## src/rtl/rot_pkg.sv

```systemverilog
package rot_pkg;
  localparam int FIELD_W = 5;
  localparam int FUNC_W  = 6;

  localparam logic [FIELD_W-1:0] MARKER_VAL = 5'b00001;

  localparam logic [FUNC_W-1:0] FN_ROT32_IMM  = 6'b000010;
  localparam logic [FUNC_W-1:0] FN_ROT64_IMM  = 6'b111010;
  localparam logic [FUNC_W-1:0] FN_ROT64_HI   = 6'b111110;
  localparam logic [FUNC_W-1:0] FN_ROT32_VAR  = 6'b000110;
  localparam logic [FUNC_W-1:0] FN_ROT64_VAR  = 6'b010110;

  typedef struct packed {
    logic rotEn;    // instruction is a rotate
    logic wideOp;   // full-width rotate instead of low half
    logic addHalf;  // add half the width to the immediate amount
    logic useReg;   // amount comes from the register operand
  } rotCtrl_t;
endpackage

```

## src/rtl/rot_decode.sv

```systemverilog
module rot_decode
  import rot_pkg::*;
(
  input  logic [FUNC_W-1:0]  funcCode,
  input  logic [FIELD_W-1:0] rsField,
  input  logic [FIELD_W-1:0] shamtField,
  output rotCtrl_t           ctrl
);
  logic rsMarked;
  logic shMarked;

  assign rsMarked = (rsField == MARKER_VAL);
  assign shMarked = (shamtField == MARKER_VAL);

  always_comb begin
    ctrl = '0;
    unique case (funcCode)
      FN_ROT32_IMM: begin
        ctrl.rotEn = rsMarked;
      end
      FN_ROT64_IMM: begin
        ctrl.rotEn  = rsMarked;
        ctrl.wideOp = 1'b1;
      end
      FN_ROT64_HI: begin
        ctrl.rotEn   = rsMarked;
        ctrl.wideOp  = 1'b1;
        ctrl.addHalf = 1'b1;
      end
      FN_ROT32_VAR: begin
        ctrl.rotEn  = shMarked;
        ctrl.useReg = 1'b1;
      end
      FN_ROT64_VAR: begin
        ctrl.rotEn  = shMarked;
        ctrl.wideOp = 1'b1;
        ctrl.useReg = 1'b1;
      end
      default: ctrl = '0;
    endcase
  end
endmodule

```

## src/rtl/rot_barrel.sv

```systemverilog
module rot_barrel #(
  parameter int WIDTH = 64,
  localparam int STG = $clog2(WIDTH)
) (
  input  logic [WIDTH-1:0] dIn,
  input  logic [STG-1:0]   amt,
  output logic [WIDTH-1:0] dOut
);
  logic [WIDTH-1:0] stage [0:STG];

  assign stage[0] = dIn;

  for (genvar g = 0; g < STG; g++) begin : gStage
    localparam int SH = 1 << g;
    assign stage[g+1] = amt[g] ? {stage[g][SH-1:0], stage[g][WIDTH-1:SH]}
                               : stage[g];
  end

  assign dOut = stage[STG];
endmodule

```

## src/rtl/rot_datapath.sv

```systemverilog
module rot_datapath
  import rot_pkg::*;
#(
  parameter int DATA_W = 64,
  localparam int HALF_W = DATA_W / 2,
  localparam int AMT_W  = $clog2(DATA_W),
  localparam int HAMT_W = $clog2(HALF_W)
) (
  input  rotCtrl_t           ctrl,
  input  logic [FIELD_W-1:0] shamtField,
  input  logic [DATA_W-1:0]  srcVal,
  input  logic [AMT_W-1:0]   regAmt,
  output logic [DATA_W-1:0]  result
);
  logic [AMT_W-1:0]  immAmt;
  logic [AMT_W-1:0]  selAmt;
  logic [DATA_W-1:0] wideOut;
  logic [HALF_W-1:0] narrowOut;

  assign immAmt = {ctrl.addHalf, shamtField[AMT_W-2:0]};
  assign selAmt = ctrl.useReg ? regAmt : immAmt;

  rot_barrel #(.WIDTH(DATA_W)) uWide (
    .dIn (srcVal),
    .amt (selAmt),
    .dOut(wideOut)
  );

  rot_barrel #(.WIDTH(HALF_W)) uNarrow (
    .dIn (srcVal[HALF_W-1:0]),
    .amt (selAmt[HAMT_W-1:0]),
    .dOut(narrowOut)
  );

  always_comb begin
    if (!ctrl.rotEn)
      result = '0;
    else if (ctrl.wideOp)
      result = wideOut;
    else
      result = {{HALF_W{narrowOut[HALF_W-1]}}, narrowOut};
  end
endmodule

```

## src/rtl/rot_unit_top.sv

```systemverilog
module rot_unit_top
  import rot_pkg::*;
(
  input  logic [5:0]  funcCode,
  input  logic [4:0]  rsField,
  input  logic [4:0]  shamtField,
  input  logic [63:0] srcVal,
  input  logic [5:0]  regAmt,
  output logic        isRotate,
  output logic [63:0] result
);
  rotCtrl_t ctrl;

  rot_decode uDecode (
    .funcCode  (funcCode),
    .rsField   (rsField),
    .shamtField(shamtField),
    .ctrl      (ctrl)
  );

  rot_datapath #(.DATA_W(64)) uPath (
    .ctrl      (ctrl),
    .shamtField(shamtField),
    .srcVal    (srcVal),
    .regAmt    (regAmt),
    .result    (result)
  );

  assign isRotate = ctrl.rotEn;
endmodule

```

## config.mk

```make
export PLATFORM = sky130hd
export DESIGN_NAME = rot_unit_top
export DESIGN_NICKNAME = d
export VERILOG_FILES = /design/src/rtl/rot_pkg.sv /design/src/rtl/rot_decode.sv /design/src/rtl/rot_barrel.sv /design/src/rtl/rot_datapath.sv /design/src/rtl/rot_unit_top.sv
export SDC_FILE = /design/constraint.sdc
export NUM_CORES = 1
export LEC_CHECK = 0
export CELL_PAD_IN_SITES_DETAIL_PLACEMENT = 2
export CELL_PAD_IN_SITES_GLOBAL_PLACEMENT = 2
export CORE_MARGIN = 2
export CORE_UTILIZATION = 30
export DETAILED_ROUTE_END_ITERATION = 6
export DONT_BUFFER_PORTS = 1
export GPL_TIMING_DRIVEN = 0
export PLACE_DENSITY = 0.75
export SYNTH_ARGS = -nofsm -noshare
export SYNTH_HDL_FRONTEND = slang
export SYNTH_SLANG_ARGS = --single-unit
```

## constraint.sdc

```tcl
create_clock -name vclk -period 4.05
set_input_delay 0.6075 -clock vclk [all_inputs]
set_output_delay 0.6075 -clock vclk [all_outputs]
set_load 0.02 [all_outputs]
```

After elaboration in Yosys (flattened, before gate mapping)
Index checks and enable logic that the tools add are counted.

operators by class
  equal/unequal tests = 7
  multiplexer cells = 18
  reductions and logical operators = 3

operator list
  cell                                           number
  2-to-1 mux 64 bit                              8
  2-to-1 mux 32 bit                              5
  == test 6 bit, second input constant           2
  == test 5 x 1 -> 1 bit, second input constant  2
  == test 6 x 2 -> 1 bit, second input constant  1
  == test 6 x 3 -> 1 bit, second input constant  1
  == test 6 x 5 -> 1 bit, second input constant  1
  2-to-1 mux 6 bit                               1
  OR reduction 3 bit                             2
  2-to-1 mux 1 bit                               3
  case mux 1 bit (2 select lines)                1
  OR reduction 2 bit                             1

storage, ports and cells
  flip-flop bits (word level) = 0
  input bits = 86
  output and inout bits = 65

Logic depth before layout (Yosys ltp)
Gate-level depths: netlist of run 1.

  depth after elaboration = 12
  depth in mapped cells = 14
  gate-level depth less buffers = 10

Modules after synthesis
A second synthesis of run 1 with hierarchy kept.

second synthesis, totals
  cell total of the unflattened synthesis = 520
  area total of the unflattened synthesis = 7,737.4 um^2

by module, submodules not included
  module                       instances  cells an instance  area an instance (um^2)  sequential area each (um^2)
  rot_barrel at uPath.uWide    1          234                4,608.2                  0.0
  rot_barrel at uPath.uNarrow  1          116                1,949.4                  0.0
  rot_datapath                 1          153                1,074.8                  0.0
  rot_decode                   1          17                 105.1                    0.0

Least setup slack after synthesis of run 1
Ideal clock, no wire load.

  kind = input to output
  start point = in funcCode[0]
  end point = out result[7]
  arrival time = 3.344 ns
  data required time = 3.442 ns
  path slack = 0.099 ns
  stages on the path = 13
  cells stage by stage = nand2b_1 -> buf_2 -> buf_4 -> buf_6 -> buf_6 -> buf_2 -> a211oi_1 -> a211oi_1 -> a211oi_1 -> a21oi_2 -> mux2i_1 -> mux2i_1 -> a2111oi_1

between the ends
  longest elaborated chain between the ends = 12
  elaborated cells on any way between the ends = 26
  classes of those cells = 5 x eq/ne; 18 x mux; 3 x reduce/logical

ends and longest elaborated chain
  element                                                           line                source
  from (decl)                                                       rot_unit_top.sv:4   input logic [5:0] funcCode,
  == test 6 x 3 -> 1 bit or == test 6 x 5 -> 1 bit (tied branches)  rot_decode.sv:17    unique case (funcCode)
  OR reduction 2 bit (no source line)                               -
  2-to-1 mux 1 bit                                                  rot_decode.sv:17
  2-to-1 mux 6 bit                                                  rot_datapath.sv:21  assign selAmt = ctrl.useReg ? regAmt : immAmt;
  2-to-1 mux 64 bit (6 in series)                                   rot_barrel.sv:15    assign stage[g+1] = amt[g] ? {stage[g][SH-1:0], stage[g][WIDTH-1:SH]}
  2-to-1 mux 64 bit                                                 rot_datapath.sv:38  else if (ctrl.wideOp)
  2-to-1 mux 64 bit *                                               rot_datapath.sv:36  if (!ctrl.rotEn)
  to (decl)                                                         rot_unit_top.sv:10  output logic [63:0] result

Every way passes the cells marked *; elsewhere a longest branch is shown, timed or not.

Worst setup path in the final report of run 1
  start point = in funcCode[5]
  end point = out result[61]

Same word-level chain as after synthesis.

==> out/results.ini, run 1 <==
[placement]
port_buffers=0
gp_congestion=1.03
place_ws_ns=-1.17
dp.final_hpwl_um=42700

[outcome]
violations=design-rule violations, negative setup slack
status=finished with violations

[sta]
finalCriticalPeriod_ns=4.89
tns_ns=-18.84
rsz0062_at_grt=true
maxSlewHeadroom_pct=23.6
setup_violations=63
setup_slack_ns=-0.841
finalHoldViolations=0
clock.fmax_ghz=0.204
period_share_pct=121
final_max_slew_viol_count=0
tightest_slew_ns=1.14

[global_route]
grt_overflow=0
use_met3_pct=12.3
busiest_layer=met2
grt_pass1_vias=11818
antenna_found_initial=5
grt_max_degree=11
grt_pass1_wl_um=82900
grtUsageMet2_pct=63.6
grt.total_usage_pct=41.3
use_met1_pct=52.6

[worst_setup_path]
crit_slowest_cell=nor2_1
worst_ep_required_time_ns=3.44
critPathKind=input pin to primary output
critPathMaxFanout=10
arrival_ns=4.28
startpoint_type=input pin
crit_chain=or3b_4 -> buf_12 -> buf_6 -> clkbuf_4 -> a211oi_2 -> a311oi_2 -> buf_4 -> mux2i_4 -> buf_4 -> a211oi_4 -> nor2_1 -> a221oi_4 -> a221oi_4
max_stage_delay_ns=0.89
crit_path_end_kind=primary output

[logic_synthesis]
synth_most_common_cell=nand2_1
seq_area_frac_synth_pct=0
syn_inst=1135
syn_area_per_cell_um2=6.79
synthDistinctLibCells=75
synth_common_cells=156 x nand2_1, 107 x mux2i_1, 83 x a21oi_1
yosysTopAreaCell=mux2i_1
synth_top_area_share_pct=13.9
synth_warnings=0
synthesis.area_mm2=0.00770
synthTopCellsByArea=mux2i_1 14%, nand2_1 7.6%, a211oi_1 7.5%, a21oi_1 5.4%, nand2b_1 4.6%
synth_nets=1221

[detailed_routing]
wl_per_cell_um=45.3
first_iter_violations=2153
dr.pass1.iters=7
drc=4
viasPerCell=8.34
dr_total_vias=12941
drt-total-wl_um=70300
antenna_left=0

[min_path]
hp-class=input pin to primary output
hold_path_depth=6

[layout]
fill_cells=2647
areaGrowthSynthToFinish_pct=54.2
ff_latch_area_um2=0
layout.nets=1307
n_sequential_cell=0
clock_buffers=0
final_layout_size_suffix_gt1_share_pct=48.6

[die]
rows=58
io-pin-count=151
start_util_pct=30.6
die_area_mm2=0.0270
coreArea_mm2=0.0252
die_h_um=164
die_w_um=164

[clock_tree]
ctsHoldBuffers=0

[job]
drv_cap=0

[final cells by class]
class | count | area [µm²] | share of cell area, %
Antenna cell | 3 | 7.51 | 0.0632
Buffer | 123 | 1060 | 8.92
Inverter | 4 | 18.8 | 0.158
Multi-Input combinational cell | 1008 | 9720 | 81.8
Tap cell | 330 | 413 | 3.47
Timing Repair Buffer | 84 | 668 | 5.62
[critical path: cells and delay by family]
family,cells,cell delay [ns]
compound gates,5,1.18
buf+inv,5,0.94
mux,1,0.24
simple gates,2,1.28
[cells in the final DEF (no fill, tap or decap), types with 30 or more instances in the layout]
master / synthesis / routed
a211oi_2: 2 / 41
a21oi_1: 83 / 58
a221oi_4: 0 / 30
buf_4: 15 / 110
mux2i_1: 107 / 32
mux2i_2: 0 / 36
mux2i_4: 0 / 39
nand2_1: 156 / 150
nand2b_1: 57 / 57
nand3_1: 42 / 36
nor2_1: 71 / 50
[cells by family (layout without fill, tap and decap cells)]
logic type | Yosys count | after routing | share of synthesized area, %
compound gates | 462 | 462 | 45.3
buf+inv | 127 | 211 | 9.16
mux | 136 | 136 | 20.0
other cells | 0 | 3 | 0
simple gates | 410 | 410 | 25.5
[stage by stage]
step	utilization, %	cells	instance area (µm²)	hold slack (ns)
2_1_floorplan	-	1135	7700	1.67
3_3_place_gp	32.2	1465	8120	1.87
3_5_place_dp	32.2	1465	8120	1.89
4_1_cts	40.7	1493	10200	1.82
5_1_grt	47.2	1550	11900	1.86
6_report	47.2	1552	11900	1.83
[routing by layer]
metal | up-vias | routed length (µm)
met1 | 6296 | 23700
met2 | 1376 | 28400
met5 | - | 128
met4 | 4 | 7000
met3 | 587 | 11100
li1 | 4678 | -
[path summary, 6_finish.rpt]
path	from	to	slack (ns)
worst min-delay path	shamtField[4]	isRotate	1.83
worst max-delay path	funcCode[5]	result[61]	-0.84
[timing repair]
item                       CTS  global route
pin swaps                   45            63
gates resized for setup    378           261
setup buffers               28            56
setup endpoints to repair   64            64
hold endpoints to repair     0             0
==> run 2, diff against run 1 <==
--- a/config.mk
+++ b/config.mk
@@ -12,7 +12,7 @@
 export DETAILED_ROUTE_END_ITERATION = 6
 export DONT_BUFFER_PORTS = 1
 export GPL_TIMING_DRIVEN = 0
-export PLACE_DENSITY = 0.75
+export PLACE_DENSITY = 0.66
 export SYNTH_ARGS = -nofsm -noshare
 export SYNTH_HDL_FRONTEND = slang
 export SYNTH_SLANG_ARGS = --single-unit
==> out/results.ini, run 2 (synthesized netlist as in run 1, its figures left out) <==
[outcome]
status=finished with violations
violations=negative setup slack

[layout]
n_sequential_cell=0  ; unchanged
final_area_mm2=0.0117  ; -1.2%
layout_common_cells=149 x nand2_1, 100 x buf_4, 57 x nand2b_1, 57 x a21oi_1, 56 x nor2_1
final_layout_size_suffix_gt1_share_pct=46.8  ; -1.8 points
ff_latch_area_um2=0  ; unchanged
layout.nets=1305  ; -0.15%
layout_commonest_cell=nand2_1
areaGrowthSynthToFinish_pct=52.4
clock_buffers=0  ; unchanged
fill_cells=2667  ; +0.76%
final_util_pct=46.6  ; -0.56 points

[placement]
placed_area_mm2=0.00812  ; unchanged
gp_congestion=0.974  ; -5.3%
place_ws_ns=-1.30  ; -0.133 ns
port_buffers=0  ; unchanged
dp.final_hpwl_um=42400  ; -0.66%

[die]
die_w_um=164  ; unchanged
io-pin-count=151  ; unchanged
die_h_um=164  ; unchanged
start_util_pct=30.6  ; unchanged
rows=58  ; unchanged
die_area_mm2=0.0270  ; unchanged
coreArea_mm2=0.0252  ; unchanged

[sta]
finalCriticalPeriod_ns=4.27  ; -0.620 ns
setup_violations=59  ; -6.3%
maxSlewHeadroom_pct=40.0  ; +16 points
setup_slack_ns=-0.221  ; +0.620 ns
period_share_pct=105  ; -15 points
clock.fmax_ghz=0.234  ; +15%
tightest_slew_ns=0.897  ; -0.245 ns
hold_ws_ns=1.82  ; -0.0118 ns
rsz0062_at_grt=true
finalHoldViolations=0  ; unchanged
final_max_slew_viol_count=0  ; unchanged

[power]
switchingPower_uw=1280
p_clk_share_pct=0
netSwitchingFraction_pct=64.3
seqPwrFrac_pct=0
power.leakage_uw=0.00400
internal_power_uw=712
comb_power_share_pct=100.0
max-vdd-ir-drop_mv=0.0637
p_per_area_mw_per_mm2=170

[worst_setup_path]
crit_path_end_kind=primary output
crit_end=result[30]
critPathMaxFanout=10  ; unchanged
startpoint_type=input pin
arrival_ns=3.66  ; -0.62 ns
worst_ep_required_time_ns=3.44  ; about the same
cp-startpoint=funcCode[5]
critPathKind=input pin to primary output

[detailed_routing]
dr.pass1.iters=6  ; -1
first_iter_violations=1753  ; -19%
viasPerCell=7.83  ; -6.1%
drc=0  ; -4
wl_per_cell_um=39.6  ; -13%
antenna_left=0  ; unchanged
dr_total_vias=12116  ; -6.4%
drt-total-wl_um=61400  ; -13%

[global_route]
grt_max_degree=11  ; unchanged
antenna_found_initial=0  ; -5
grt_overflow=0  ; unchanged
grt.total_usage_pct=40.0  ; -1.3 points
grt_pass1_wl_um=80100  ; -3.4%
grt_pass1_vias=11625  ; -1.6%

[job]
drv_cap=0  ; unchanged

[min_path]
hp-class=input pin to primary output

[clock_tree]
ctsHoldBuffers=0  ; unchanged

## run 2: changes by cell type in the layout (fill, tap and decap cells not counted), moves of 5 or more
cell and change:
nor2_4 -6, buf_6 +5, mux2i_4 -11, o21ai_1 -5, mux2i_1 +13, clkbuf_4 -5, buf_4 -10, a22oi_2 -6
a22oi_1 +6, nor2_1 +6
## run 2: stage by stage
stage               setup TNS (ns)  total power (µW)  instances
global route                 -6.16              2020       1547
CTS                         -0.339              1600       1505
global placement            -60.32              1230       1465
finish                       -5.23              1990       1548
detailed placement          -63.10              1250       1465
floorplan                        0               818       1135
## run 2: power groups by stage
stage / combinational, µW / clock [µW] / sequential (µW)
finish: 1990 / 0.0000341 / 0
global route: 2020 / 0 / 0
CTS: 1600 / 0 / 0
detailed placement: 1250 / 0 / 0
global placement: 1230 / 0 / 0
floorplan: 818 / 0 / 0
## run 2: worst min-delay path by stage
stage	end	depth (start not counted)	slack [ns]	start
final	result[21]	5	1.82	rsField[0]
after global routing	result[21]	5	1.82	rsField[0]
after CTS	result[30]	4	1.80	funcCode[4]
after detailed placement	result[21]	5	1.94	funcCode[4]
after global placement	result[30]	4	1.91	funcCode[4]
after floorplan	result[10]	4	1.67	funcCode[4]
## run 2: worst max-delay path, stage by stage
cell      delay (ns)
or3b_1          0.38
buf_6           0.20
buf_6           0.18
o21ai_2         0.24
nand2_4         0.19
buf_6           0.22
nor2_1          0.25
clkbuf_4        0.33
nand3_1         0.25
o21ai_0         0.20
a21oi_2         0.17
nor2_1          0.21
o21a_2          0.23
## run 2: layout make-up
class	count	area, µm²	area share [%]
Antenna cell	1	2.50	0.0213
Buffer	123	1090	9.32
Tap cell	330	413	3.52
Timing Repair Buffer	82	738	6.29
Inverter	4	15.0	0.128
Multi-Input combinational cell	1008	9480	80.7
## run 2: repair_timing
action                                  4_1_cts  5_1_grt
resized for setup                           393      206
gates cloned                                  1        3
pin swaps                                    54       54
setup buffers                                39       39
endpoints found under the setup margin       65       63
## run 2: routing by layer
layer  part of all wire (%)  track usage [%]  vias to the layer above  routed length [µm]
met5                  0.070                0                        -                  43
met4                    6.2             13.4                        2                3820
met3                     12             10.4                      312                7610
met2                     44             63.3                     1023               27100
met1                     37             52.6                     6109               22800
li1                       -                -                     4670                   -
No activity file was read; power rests on OpenSTA's default activity.
==> run 3, diff against run 2 <==
--- a/config.mk
+++ b/config.mk
@@ -12,7 +12,7 @@
 export DETAILED_ROUTE_END_ITERATION = 6
 export DONT_BUFFER_PORTS = 1
 export GPL_TIMING_DRIVEN = 0
-export PLACE_DENSITY = 0.66
+export PLACE_DENSITY_LB_ADDON = 0.15
 export SYNTH_ARGS = -nofsm -noshare
 export SYNTH_HDL_FRONTEND = slang
 export SYNTH_SLANG_ARGS = --single-unit
==> out/results.ini, run 3 (synthesized netlist as in run 1, its figures left out) <==
[worst_setup_path]
cp-startpoint=funcCode[5]
crit_slowest_cell=or3b_1
arrival_ns=3.57  ; -0.09 ns
critPathKind=input pin to primary output
critPathMaxFanout=10  ; unchanged
path_buf_inv=5  ; +1
crit_path_end_kind=primary output
startpoint_type=input pin
crit_family=compound AO/OA/AOI/OAI gates
max_stage_delay_ns=0.38  ; about the same
worst_ep_required_time_ns=3.44  ; about the same
crit_top_cell=buf_6
crit_chain=or3b_1 -> buf_6 -> buf_6 -> buf_6 -> a211oi_2 -> a211oi_1 -> a31oi_2 -> buf_4 -> nand2_1 -> a21boi_2 -> mux2i_1 -> mux2i_2 -> buf_4 -> a221oi_4
cp.depth=14  ; +1

[placement]
placed_area_mm2=0.00812  ; unchanged
place_ws_ns=-1.33  ; -0.0340 ns
dp.final_hpwl_um=42600  ; +0.43%
gp_congestion=1.01  ; +3.2%
port_buffers=0  ; unchanged
post-place-cells=1465  ; unchanged

[power]
p_clk_share_pct=0  ; unchanged
seqPwrFrac_pct=0  ; unchanged
p_per_area_mw_per_mm2=169  ; -0.24%
comb_power_share_pct=100.0  ; about the same
netSwitchingFraction_pct=63.5  ; -0.80 points
power.leakage_uw=0.00393  ; -1.6%
max-vdd-ir-drop_mv=0.0638  ; +0.27%
internal_power_uw=729  ; +2.3%
switchingPower_uw=1270  ; -1.2%

[sta]
finalCriticalPeriod_ns=4.18  ; -0.0930 ns
final_max_slew_viol_count=0  ; unchanged
tightest_slew_ns=0.767  ; -0.131 ns
rsz0062_at_grt=true
period_share_pct=103  ; -2.3 points
tns_ns=-1.48  ; +3.75 ns
maxSlewHeadroom_pct=48.9  ; +8.9 points
hold_ws_ns=1.86  ; +0.0450 ns
clock.fmax_ghz=0.239  ; +2.2%
finalHoldViolations=0  ; unchanged
setup_violations=31  ; -47%
setup_slack_ns=-0.128  ; +0.0930 ns

[detailed_routing]
wl_met2_um=27200  ; +0.57%
drt-total-wl_um=59600  ; -2.8%
m1WireLength_um=23000  ; +1.0%
dr.pass1.iters=6  ; unchanged
first_iter_violations=1638  ; -6.6%
dr_total_vias=11751  ; -3.0%
viasPerCell=7.63  ; -2.5%
antenna_left=0  ; unchanged
wl_per_cell_um=38.7  ; -2.3%
wl_met3_um=6550  ; -14%
drc=0  ; unchanged
top_layer_used=met4

[die]
die_w_um=164  ; unchanged
die_area_mm2=0.0270  ; unchanged
rows=58  ; unchanged
io-pin-count=151  ; unchanged
die_h_um=164  ; unchanged
coreArea_mm2=0.0252  ; unchanged
start_util_pct=30.6  ; unchanged

[global_route]
grt_pass1_vias=11659  ; +0.29%
antenna_found_initial=1  ; +1
grt_pass1_wl_um=80000  ; -0.16%
grt_overflow=0  ; unchanged
grt.total_usage_pct=39.8  ; -0.16 points
grt_max_degree=11  ; unchanged

[min_path]
holdCritStartpoint=rsField[0]
min_to=result[21]
hold_path_depth=5  ; unchanged
hp-class=input pin to primary output

[layout]
n_sequential_cell=0  ; unchanged
areaGrowthSynthToFinish_pct=52.9
antenna_cells=0  ; -1
final_area_mm2=0.0118  ; +0.30%
layout.nets=1298  ; -0.54%
layout_common_cells=150 x nand2_1, 96 x buf_4, 59 x a21oi_1, 57 x nand2b_1, 55 x nor2_1
clock_buffers=0  ; unchanged
final_layout_size_suffix_gt1_share_pct=47.2  ; +0.35 points
stdcell_count=1540  ; -0.52%
layout_commonest_cell=nand2_1
ff_latch_area_um2=0  ; unchanged

[job]
drv_cap=0  ; unchanged

[outcome]
violations=negative setup slack
status=finished with violations

run 3: how the worst max path moves through the flow:
stage / to / slack, ns
after floorplan: result[7] / 0.1
after global placement: result[54] / -1.25
after detailed placement: result[54] / -1.33
after CTS: result[54] / -0.03
after global routing: result[45] / -0.18
final: result[45] / -0.13
run 3: timing repair:
item / CTS / global route
pin swaps: 59 / 59
buffers inserted: 37 / 37
hold buffers: 0 / 0
cloned: 0 / 1
setup endpoints to repair: 65 / 64
gates resized for setup: 380 / 243
run 3: metal layers:
layer | track usage (%) | up-vias
li1 | - | 4650
met1 | 52.6 | 6014
met2 | 63.0 | 865
met3 | 10.5 | 222
met4 | 12.6 | 0
met5 | 0 | -
run 3: metrics by stage:
stage               total power [µW]  util [%]
CTS                             1600      40.7
global placement                1230      32.2
detailed placement              1250      32.2
finish                          2000      46.8
floorplan                        818         -
global route                    2030      46.8
run 3: area by class of cell:
cell class / count / area [µm²]
Inverter: 4 / 15.0
Buffer: 123 / 1080
Timing Repair Buffer: 75 / 617
Tap cell: 330 / 413
Fill cell: 2694 / 13400
Multi-Input combinational cell: 1008 / 9660
run 3: power by group through the flow:
stage,registers (µW),logic (µW),clock network (µW)
after global placement,0,1230,0
after floorplan,0,818,0
after CTS,0,1600,0
after global routing,0,2030,0
final,0,2000,0
after detailed placement,0,1250,0
